**config.mk**
```make
export PLATFORM = sky130hd
export DESIGN_NAME = stseq_top
export DESIGN_NICKNAME = d
export VERILOG_FILES = /design/src/rtl/stseq_pkg.sv /design/src/rtl/stseq_ctrl.sv /design/src/rtl/stseq_regfile.sv /design/src/rtl/stseq_mem.sv /design/src/rtl/stseq_top.sv
export SDC_FILE = /design/constraint.sdc
export NUM_CORES = 1
export LEC_CHECK = 0
export CAP_MARGIN = 5
export CORE_MARGIN = 2
export CORE_UTILIZATION = 55
export CTS_BUF_LIST = sky130_fd_sc_hd__clkbuf_16
export CTS_CLUSTER_SIZE = 25
export DETAILED_ROUTE_END_ITERATION = 8
export DONT_BUFFER_PORTS = 1
export PLACE_DENSITY = 0.78
export SLEW_MARGIN = 5
export SYNTH_ARGS = -nofsm -noshare
export SYNTH_HDL_FRONTEND = slang
export SYNTH_SLANG_ARGS = --single-unit
```
**constraint.sdc**
```tcl
create_clock -name clk -period 4.7 [get_ports clk]
set_input_delay 0.235 -clock clk [delete_from_list [all_inputs] [get_ports clk]]
set_output_delay 0.235 -clock clk [all_outputs]
set_load 0.02 [all_outputs]
```
**src/rtl/stseq_pkg.sv**
```systemverilog
package stseq_pkg;

    typedef enum logic [2:0] {
        S_IDLE,
        S_ADDR,
        S_DATA,
        S_WRITE,
        S_DONE
    } st_t;

    typedef enum logic {
        A1_PC,
        A1_REG
    } a1_sel_t;

    typedef enum logic [1:0] {
        A2_ZERO,
        A2_OFF6,
        A2_OFF9,
        A2_OFF11
    } a2_sel_t;

    typedef enum logic {
        ALU_PASS,
        ALU_INV
    } alu_op_t;

    typedef struct packed {
        a1_sel_t addr1;
        a2_sel_t addr2;
        logic    amux_adder;
        logic    gate_amux;
        logic    gate_alu;
        logic    ld_mar;
        logic    ld_mdr;
        logic    mem_en;
        logic    mem_wr;
        alu_op_t alu_op;
        logic    sr_hi;
    } ctl_t;

endpackage

```
**src/rtl/stseq_ctrl.sv**
```systemverilog
module stseq_ctrl
    import stseq_pkg::*;
(
    input  logic clk,
    input  logic rst,
    input  logic start,
    output st_t  state,
    output ctl_t ctl,
    output logic busy,
    output logic done
);

    st_t state_nx;

    always_ff @(posedge clk) begin
        if (rst) state <= S_IDLE;
        else     state <= state_nx;
    end

    always_comb begin
        ctl      = '0;
        state_nx = state;
        busy     = 1'b0;
        done     = 1'b0;
        unique case (state)
            S_IDLE: begin
                if (start) state_nx = S_ADDR;
            end
            S_ADDR: begin
                busy           = 1'b1;
                ctl.addr1      = A1_PC;
                ctl.addr2      = A2_OFF9;
                ctl.amux_adder = 1'b1;
                ctl.gate_amux  = 1'b1;
                ctl.ld_mar     = 1'b1;
                state_nx       = S_DATA;
            end
            S_DATA: begin
                busy         = 1'b1;
                ctl.sr_hi    = 1'b1;
                ctl.alu_op   = ALU_PASS;
                ctl.gate_alu = 1'b1;
                ctl.mem_en   = 1'b0;
                ctl.ld_mdr   = 1'b1;
                state_nx     = S_WRITE;
            end
            S_WRITE: begin
                busy       = 1'b1;
                ctl.mem_en = 1'b1;
                ctl.mem_wr = 1'b1;
                state_nx   = S_DONE;
            end
            S_DONE: begin
                done     = 1'b1;
                state_nx = S_IDLE;
            end
            default: state_nx = S_IDLE;
        endcase
    end

endmodule

```
**src/rtl/stseq_regfile.sv**
```systemverilog
module stseq_regfile #(
    parameter int DW   = 16,
    parameter int NREG = 8,
    localparam int RAW = $clog2(NREG)
) (
    input  logic           clk,
    input  logic           rst,
    input  logic           we,
    input  logic [RAW-1:0] waddr,
    input  logic [DW-1:0]  wdata,
    input  logic [RAW-1:0] raddr_a,
    output logic [DW-1:0]  rdata_a,
    input  logic [RAW-1:0] raddr_o,
    output logic [DW-1:0]  rdata_o
);

    logic [DW-1:0] regs [NREG];

    for (genvar g = 0; g < NREG; g++) begin : g_reg
        always_ff @(posedge clk) begin
            if (rst)                      regs[g] <= '0;
            else if (we && waddr == RAW'(g)) regs[g] <= wdata;
        end
    end

    assign rdata_a = regs[raddr_a];
    assign rdata_o = regs[raddr_o];

endmodule

```
**src/rtl/stseq_mem.sv**
```systemverilog
module stseq_mem #(
    parameter int DW = 16,
    parameter int AW = 6,
    localparam int DEPTH = 1 << AW
) (
    input  logic          clk,
    input  logic          st_we,
    input  logic [AW-1:0] st_addr,
    input  logic [DW-1:0] st_wdata,
    output logic [DW-1:0] st_rdata,
    input  logic          x_we,
    input  logic [AW-1:0] x_addr,
    input  logic [DW-1:0] x_wdata,
    output logic [DW-1:0] x_rdata
);

    logic [DW-1:0] words [DEPTH];

    always_ff @(posedge clk) begin
        if (st_we)     words[st_addr] <= st_wdata;
        else if (x_we) words[x_addr]  <= x_wdata;
    end

    assign st_rdata = words[st_addr];
    assign x_rdata  = words[x_addr];

endmodule

```
**src/rtl/stseq_top.sv**
```systemverilog
module stseq_top
    import stseq_pkg::*;
#(
    parameter int DW   = 16,
    parameter int AW   = 6,
    parameter int NREG = 8,
    localparam int RAW = $clog2(NREG)
) (
    input  logic           clk,
    input  logic           rst,
    input  logic           start,
    input  logic           instr_load,
    input  logic [DW-1:0]  instr_in,
    input  logic           pc_load,
    input  logic [DW-1:0]  pc_in,
    input  logic           rf_we,
    input  logic [RAW-1:0] rf_waddr,
    input  logic [DW-1:0]  rf_wdata,
    input  logic [RAW-1:0] rf_oaddr,
    output logic [DW-1:0]  rf_odata,
    input  logic           ext_we,
    input  logic [AW-1:0]  ext_addr,
    input  logic [DW-1:0]  ext_wdata,
    output logic [DW-1:0]  ext_rdata,
    output logic [DW-1:0]  pc_out,
    output logic [DW-1:0]  mar_out,
    output logic [DW-1:0]  mdr_out,
    output logic           busy,
    output logic           done
);

    st_t  state;
    ctl_t ctl;
    logic idle;

    logic [DW-1:0] pc_q, ir_q, mar_q, mdr_q;
    logic [DW-1:0] sr_val, alu_out, addr1, addr2, adder_out, amux_out, bus;
    logic [DW-1:0] mem_rd, mdr_in;
    logic [RAW-1:0] sr_idx;

    stseq_ctrl u_ctrl (
        .clk   (clk),
        .rst   (rst),
        .start (start),
        .state (state),
        .ctl   (ctl),
        .busy  (busy),
        .done  (done)
    );

    assign idle = (state == S_IDLE);

    always_ff @(posedge clk) begin
        if (rst) begin
            pc_q <= '0;
            ir_q <= '0;
        end else if (idle) begin
            if (pc_load)    pc_q <= pc_in;
            if (instr_load) ir_q <= instr_in;
        end
    end

    assign sr_idx = ctl.sr_hi ? ir_q[11:9] : ir_q[8:6];

    stseq_regfile #(.DW(DW), .NREG(NREG)) u_rf (
        .clk     (clk),
        .rst     (rst),
        .we      (rf_we && idle),
        .waddr   (rf_waddr),
        .wdata   (rf_wdata),
        .raddr_a (sr_idx),
        .rdata_a (sr_val),
        .raddr_o (rf_oaddr),
        .rdata_o (rf_odata)
    );

    function automatic logic [DW-1:0] sext(input logic [DW-1:0] v, input int bits);
        logic [DW-1:0] r;
        for (int i = 0; i < DW; i++) r[i] = (i < bits) ? v[i] : v[bits-1];
        return r;
    endfunction

    always_comb begin
        addr1 = (ctl.addr1 == A1_PC) ? pc_q : sr_val;
        unique case (ctl.addr2)
            A2_ZERO:  addr2 = '0;
            A2_OFF6:  addr2 = sext(ir_q, 6);
            A2_OFF9:  addr2 = sext(ir_q, 9);
            A2_OFF11: addr2 = sext(ir_q, 11);
            default:  addr2 = '0;
        endcase
    end

    assign adder_out = addr1 + addr2;
    assign amux_out  = ctl.amux_adder ? adder_out : {{(DW-8){1'b0}}, ir_q[7:0]};
    assign alu_out   = (ctl.alu_op == ALU_PASS) ? sr_val : ~sr_val;

    always_comb begin
        unique case ({ctl.gate_amux, ctl.gate_alu})
            2'b10:   bus = amux_out;
            2'b01:   bus = alu_out;
            default: bus = '0;
        endcase
    end

    assign mdr_in = ctl.mem_en ? mem_rd : bus;

    always_ff @(posedge clk) begin
        if (rst) begin
            mar_q <= '0;
            mdr_q <= '0;
        end else begin
            if (ctl.ld_mar) mar_q <= bus;
            if (ctl.ld_mdr) mdr_q <= mdr_in;
        end
    end

    stseq_mem #(.DW(DW), .AW(AW)) u_mem (
        .clk      (clk),
        .st_we    (ctl.mem_en && ctl.mem_wr),
        .st_addr  (mar_q[AW-1:0]),
        .st_wdata (mdr_q),
        .st_rdata (mem_rd),
        .x_we     (ext_we && idle),
        .x_addr   (ext_addr),
        .x_wdata  (ext_wdata),
        .x_rdata  (ext_rdata)
    );

    assign pc_out  = pc_q;
    assign mar_out = mar_q;
    assign mdr_out = mdr_q;

endmodule

```
Word level (Yosys, flattened, before mapping)

Memories as Yosys holds them, arrays and structs flattened. A register that Yosys moved wholly into a read port is not among the register bits.
Index checks and enable logic that the tools add are counted.

Memory bits (read-only): 0
Input bits: 83
RAM bits: 1152
Logic and storage cells: 111
Bits in latches: 0
Register bits after elaboration: 63
Memories: 2
Output and inout port bits: 82

Memories:

| memory      | words | width | read ports | clocked after memory_dff | write ports | RTL line            | text |
|---|---|---|---|---|---|---|---|
| u_mem.words | 64    | 16    | 2          | 1                        | 1           | stseq_mem.sv:17     | `logic [DW-1:0] words [DEPTH];` |
| u_rf.regs   | 8     | 16    | 2          | 0                        | 8           | stseq_regfile.sv:17 | `logic [DW-1:0] regs [NREG];` |

$add $sub $neg: 1
Multiply operators: 0
Equal/unequal tests: 17
Magnitude comparators: 0
Reduce and logical (&&, ||, !) cells: 17
Shift-type cells: 0
Divide/modulo/power cells: 0
Bitwise logic cells: 9
Multiplexer cells: 60

Operators with widths:

| operator             | count |
|---|---|
| $mux W16             | 13 |
| $pmux W16 S4         | 1 |
| $mux W1              | 38 |
| $pmux W16 S2         | 1 |
| $mux W6              | 3 |
| $add A16 B16 Y16     | 1 |
| $not A16 Y16         | 1 |
| $reduce_or A16 Y1    | 1 |
| $eq A3 B3 Y1 const B | 5 |
| $eq A3 B2 Y1 const B | 4 |
| $pmux W3 S4          | 1 |
| $logic_and A1 B1 Y1  | 10 |
| $or A1 B1 Y1         | 8 |
| $eq A2 B2 Y1 const B | 3 |
| $eq A3 B1 Y1 const B | 2 |
| $logic_not A3 Y1     | 2 |
| $mux W3              | 2 |
| $eq A2 B1 Y1 const B | 2 |
| $mux W4              | 1 |
| $reduce_and A2 Y1    | 2 |
| $reduce_or A3 Y1     | 1 |
| $logic_not A2 Y1     | 1 |
| $ne A2 B2 Y1 const B | 1 |

Logic depth before layout (Yosys ltp)

An unclocked memory read counts as a cell.

Depth after elaboration: 10
Depth in mapped cells: 16
Mapped depth without buffers: 12

Hierarchy

A second synthesis with hierarchy kept.

Cells, all modules: 3428
Area total of the unflattened synthesis: 59180.5 um2

By module, submodules not included:

| module        | instances | area an instance (um2) | sequential area each (um2) | cells each |
|---|---|---|---|---|
| stseq_mem     | 1         | 48158.7                | 30749.5                    | 2466 |
| stseq_regfile | 1         | 6912.9                 | 3843.7                     | 431 |
| stseq_top     | 1         | 3902.5                 | 1201.2                     | 507 |
| stseq_ctrl    | 1         | 206.4                  | 60.1                       | 24 |

Least setup slack after synthesis

OpenSTA, ideal clock, no wires.

Path type: register to register
Start: reg u_ctrl.state[2]
End: mem u_mem.words[0][9], data pin
Path buffers: 3
Data required time: 3998 ps
Arrival time: 3814 ps
Setup slack: 183 ps
Library setup time: 702 ps
Period minus slack after synthesis: 4517 ps
Cell stages (with the launch flop): 7
Cells stage by stage: dfxtp_1 > clkbuf_1 > nor3_2 > and2_1 > clkbuf_1 > clkbuf_1 > o21ai_0

Longest elaborated chain between the ends: 7
Elaborated cells between the ends (all ways): 9
Classes of those cells: eq/ne (1); mux (5); reduce/logical (3)

RTL lines:

| what                              | RTL line         | text |
|---|---|---|
| start, declared                   | stseq_ctrl.sv:7  | `output st_t state,` |
| start signal, assigned            | stseq_ctrl.sv:17 | `else state <= state_nx;` |
| $logic_not A3 Y1                  | stseq_top.sv:51  | `assign idle = (state == S_IDLE);` |
| $logic_and A1 B1 Y1               | stseq_top.sv:124 | `.x_we (ext_we && idle),` |
| $mux W1                           | stseq_mem.sv:21  | `else if (x_we) words[x_addr] <= x_wdata;` |
| $mux W1 (*)                       | stseq_mem.sv:20  | `if (st_we) words[st_addr] <= st_wdata;` |
| $mux W1 (not written as such) (*) | stseq_mem.sv:21  |  |
| $reduce_or A16 Y1 (no line) (*)   | -                |  |
| $mux W16 (no line) (*)            | -                |  |
| end, declared                     | stseq_mem.sv:17  |  |

Every way passes the cells marked *; elsewhere a longest branch is shown, timed or not.

Worst setup path in the final report

Start: reg u_ctrl.state[1]
End: reg mar_q[15], in the netlist mar_out[15]

Longest elaborated chain between the ends: 8
Elaborated cells between the ends (all ways): 21
Classes of those cells: add/sub (1); eq/ne (7); mux (10); bitwise (1); reduce/logical (1); memory (1)

RTL lines:

| what                 | RTL line         | text |
|---|---|---|
| $eq A3 B2 Y1         | stseq_ctrl.sv:25 | `unique case (state)` |
| $mux W1              | stseq_ctrl.sv:25 |  |
| $mux W3              | stseq_top.sv:63  | `assign sr_idx = ctl.sr_hi ? ir_q[11:9] : ir_q[8:6];` |
| $mem_v2 Z8 W16       | -                |  |
| $mux W16             | stseq_top.sv:84  | `addr1 = (ctl.addr1 == A1_PC) ? pc_q : sr_val;` |
| $add A16 B16 Y16     | stseq_top.sv:94  | `assign adder_out = addr1 + addr2;` |
| $mux W16             | stseq_top.sv:95  | `assign amux_out = ctl.amux_adder ? adder_out : {{(DW-8){1'b0}}, ir_q[7:0]};` |
| $pmux W16 S2         | stseq_top.sv:99  | `unique case ({ctl.gate_amux, ctl.gate_alu})` |
| end signal, assigned | stseq_top.sv:113 | `if (ctl.ld_mar) mar_q <= bus;` |
| end, declared        | stseq_top.sv:36  | `logic [DW-1:0] pc_q, ir_q, mar_q, mdr_q;` |

Parallel ways exist; a longest one is shown, timed or not.
A chain may end at the register's enable or synchronous reset.

==> impl_metrics.ini <==
[status]
outcome = complete, no violations

[timing]
maxSlewViolCount = 0
setup_total_negative_slack_ps = 0
report.final.setup_viol = 0
post-route-min-period_ps = 4002
final_hold_viol_count = 0
worst_pin_slew_ps = 1257
finalCritPeriodShare = 0.8514
min_hold_slack_ps = 24.81
finalClockSkew_ps = 49.11
max_freq_mhz = 249.9
rsz0062_at_grt = no
max-slew-margin-rel = 0.1619

[floorplan]
fp_rows = 110
chipHeight_microns = 304.0
top_level_ports = 165
placeableCoreArea_sq_um = 89600
fp.dieW_microns = 304.0
die_area_sq_um = 92430
initial_cell_density_of_the_core = 0.5526

[worst_setup_path]
worst_path_max_delay_cell = sky130_fd_sc_hd__dfxtp_1
endpoint_class_of_the_critical_path = flop
critical_path.most_common_cell = sky130_fd_sc_hd__and2_1
timing.reg2reg.worst_path_depth = 13
worst_path_largest_cell_delay_ps = 570
cp_data_arrival_time_ps = 4620
crit_path_max_fanout = 42
timing_worst_setup_path_type = reg2reg
critical_path.cell_chain = nor2_1 > and2_1 > buf_4 > and2_1 > ha_1 > a21oi_1 > a211oi_1 > o221ai_1 > a32oi_1 > xnor2_1 > nand2_1 > a311oi_2 > dlygate4sd3_1
critPathRequiredTime_ps = 5320
setup.worst_path.start_class = flop

[clocking]
htree_levels = 3
hold_buffers = 71
tritoncts.num_buffers = 111
clkLatencyLatePin_ps = 710
clkSlewWorstSetupHoldPaths_ps = 70
tritoncts_clock_tree = yes
clock-sinks = 1215
ctsLongestPathBuffers = 3
cts_root_buffer = sky130_fd_sc_hd__clkbuf_16
cts_setup_buffers = 0
cts_resized = 0

[synthesis]
synth.yosys.warnings = 0
synth.distinct_cells = 63
synth_seq_area_share = 0.7242
number_of_enable_flip_flop_cells_after_synthesis = 1152
post_synth_instance_area_sq_um = 49510
synthArstFlopShare = 0
synthesized_area_divided_by_synthesized_cell_count_sq_um = 19.78
mappedNetlistNets = 2600
synth.ff_latch_count = 1215
yosys_most_used_dff = sky130_fd_sc_hd__edfxtp_1
netlist_instances = 2503

[drt]
firstDrtPassIters = 6
detail_route.wl_per_cell_microns = 33.42
remaining_drc_errors = 0
drt_wl_total_mm = 131.5
drtAntennaViolNets = 0
initialDrtViolationCount = 3604
vias_per_cell = 6.714
detailroute.via_count = 26425

[global_routing]
global_routing_usage_on_met3 = 0.06386
number_of_antenna_violations_at_the_first_check_in_global_routing = 18
grt_max_degree = 261
remaining_global_route_overflow = 0
grt_most_used_layer = met2
grt_util_all_layers = 0.2851
grt_util_met1 = 0.3647
number_of_global_route_vias_before_repair = 26746
first_pass_grt_wire_length_mm = 189.2
grt.met2_usage = 0.4587

[job]
count_of_max_cap_constraint_violations = 0

[layout]
layout.cells.most_common = sky130_fd_sc_hd__edfxtp_1
register_area_sq_um = 35850
num-nets-final = 2750
most_frequent_cells_in_the_layout = 1152 x sky130_fd_sc_hd__edfxtp_1, 373 x sky130_fd_sc_hd__mux4_2, 168 x sky130_fd_sc_hd__nand2_1
area.growth.synth_to_final_pct = 12.51
post_route_cells_drive_above_1_share = 0.2568
stdcell_count = 3936
area_taken_by_multi_input_logic_gates_sq_um = 13040
post-route-util = 0.6217
nFillCells = 5681

[place]
globalplace.congestion = 0.9734
placed_cells_incl_taps = 3642
portBuffers = 0
post-dp-hpwl_mm = 71.19

[power]
vdd_ir_drop_max_v = 0.0003294
finalPower_w = 0.02286
cellLeakagePower_nw = 18.06
pwr_density_cell_nw_per_um2 = 410.4

[worst_hold_path]
worstHoldPathCells = 3
worst_min_delay_path_class = in2reg
cells in the mapped netlist, drive strengths merged (4+ instances only):
master | count | area [sq um]
edfxtp | 1152 | 34590
mux4 | 373 | 8401
nand2 | 168 | 630.6
and2 | 141 | 882.1
nor2 | 119 | 446.7
clkbuf | 98 | 367.9
dfxtp | 63 | 1261
buf | 48 | 260.2
a21oi | 45 | 232.7
mux2i | 41 | 410.4
mux2 | 37 | 420.4
a211oi | 27 | 202.7
nand3 | 18 | 90.09
o21ai | 18 | 90.09
a31oi | 15 | 93.84
ha | 13 | 162.7
nor3 | 11 | 60.06
nand2b | 9 | 56.30
o21bai | 9 | 67.56
and3 | 8 | 55.05
nand3b | 8 | 60.06
xor2 | 7 | 61.31
inv | 6 | 22.52
xnor2 | 6 | 52.55
a32oi | 5 | 43.79
nor4 | 5 | 31.28
or3 | 5 | 31.28
a21o | 4 | 30.03
nand4 | 4 | 25.02
o22ai | 4 | 25.02
final timing paths:
kind / startpoint / to / slack, ps
min reg2reg: ir_q[5]$_SDFFE_PP0P_ / ir_q[5]$_SDFFE_PP0P_ / 540
min: instr_load / ir_q[5]$_SDFFE_PP0P_ / 20
max reg2reg: u_ctrl.state[1]$_SDFFE_PP0P_ / mar_out[15]$_SDFFE_PP0N_ / 700
max: u_ctrl.state[1]$_SDFFE_PP0P_ / mar_out[15]$_SDFFE_PP0N_ / 700
final cells by class:
class,instances,area share
multi-input cells,1136,0.2342
diodes,15,0.0006738
inverters,6,0.0004043
clock buffers,114,0.05121
repair buffers,183,0.02826
flip-flops and latches,1215,0.6436
well taps,1176,0.02641
clock inverters,91,0.01525
through the flow:
stage | worst slack [ps] | instance area, sq um
5_1_grt | 403.9 | 55700
2_1_floorplan | 183.5 | 49510
3_5_place_dp | 1133 | 51210
6_report | 698.3 | 55710
4_1_cts | 766.8 | 55640
3_3_place_gp | 1212 | 51210
report_power, final:
part | leakage, nW | switching [W] | internal (W) | total [W]
logic | 4.95 | 0.000871 | 0.000587 | 0.00146
clock network | 1.89 | 0.00405 | 0.00513 | 0.00917
registers | 11.2 | 0.000137 | 0.0121 | 0.0122
total | 18.1 | 0.00505 | 0.0178 | 0.0229
worst max-delay path, delay by kind of cell, from the launching register on:
kind,cells,cell delay [ps]
AOI/OAI and AO/OA,5,1370
xor gates and xnor gates,1,190
adders and majority gates,1,360
buffers and inverters,2,830
DFF,1,570
and+or+nand+nor,4,580
flip-flops by register name, indices dropped and copies added, names as in the netlist:
register / cells
u_mem.words: 1024
u_ctrl.state: 3
u_rf.regs: 128
mar_out: 16
pc_out: 16
ir_q: 12
mdr_out: 16
kinds of logic (layout without fill, tap and decap cells):
logic type | count (synthesis) | after routing | synth area share
AND/OR/NAND/NOR | 505 | 505 | 0.04943
flip-flops | 1215 | 1215 | 0.7242
XOR/XNOR | 13 | 13 | 0.002300
other | 0 | 15 | 0
adder cells (fa/ha/maj) | 14 | 14 | 0.003690
multiplexers | 451 | 451 | 0.1865
buffers and inverters | 152 | 394 | 0.01314
AO/OA/AOI/OAI | 153 | 153 | 0.02080
routing by layer:
metal / wire length [microns] / part of all wire
met4: 7790 / 0.059
met5: 102 / 0.00078
met2: 63940 / 0.49
met3: 14440 / 0.11
met1: 45280 / 0.34
Note: power is estimated with default switching activity, not from simulation.
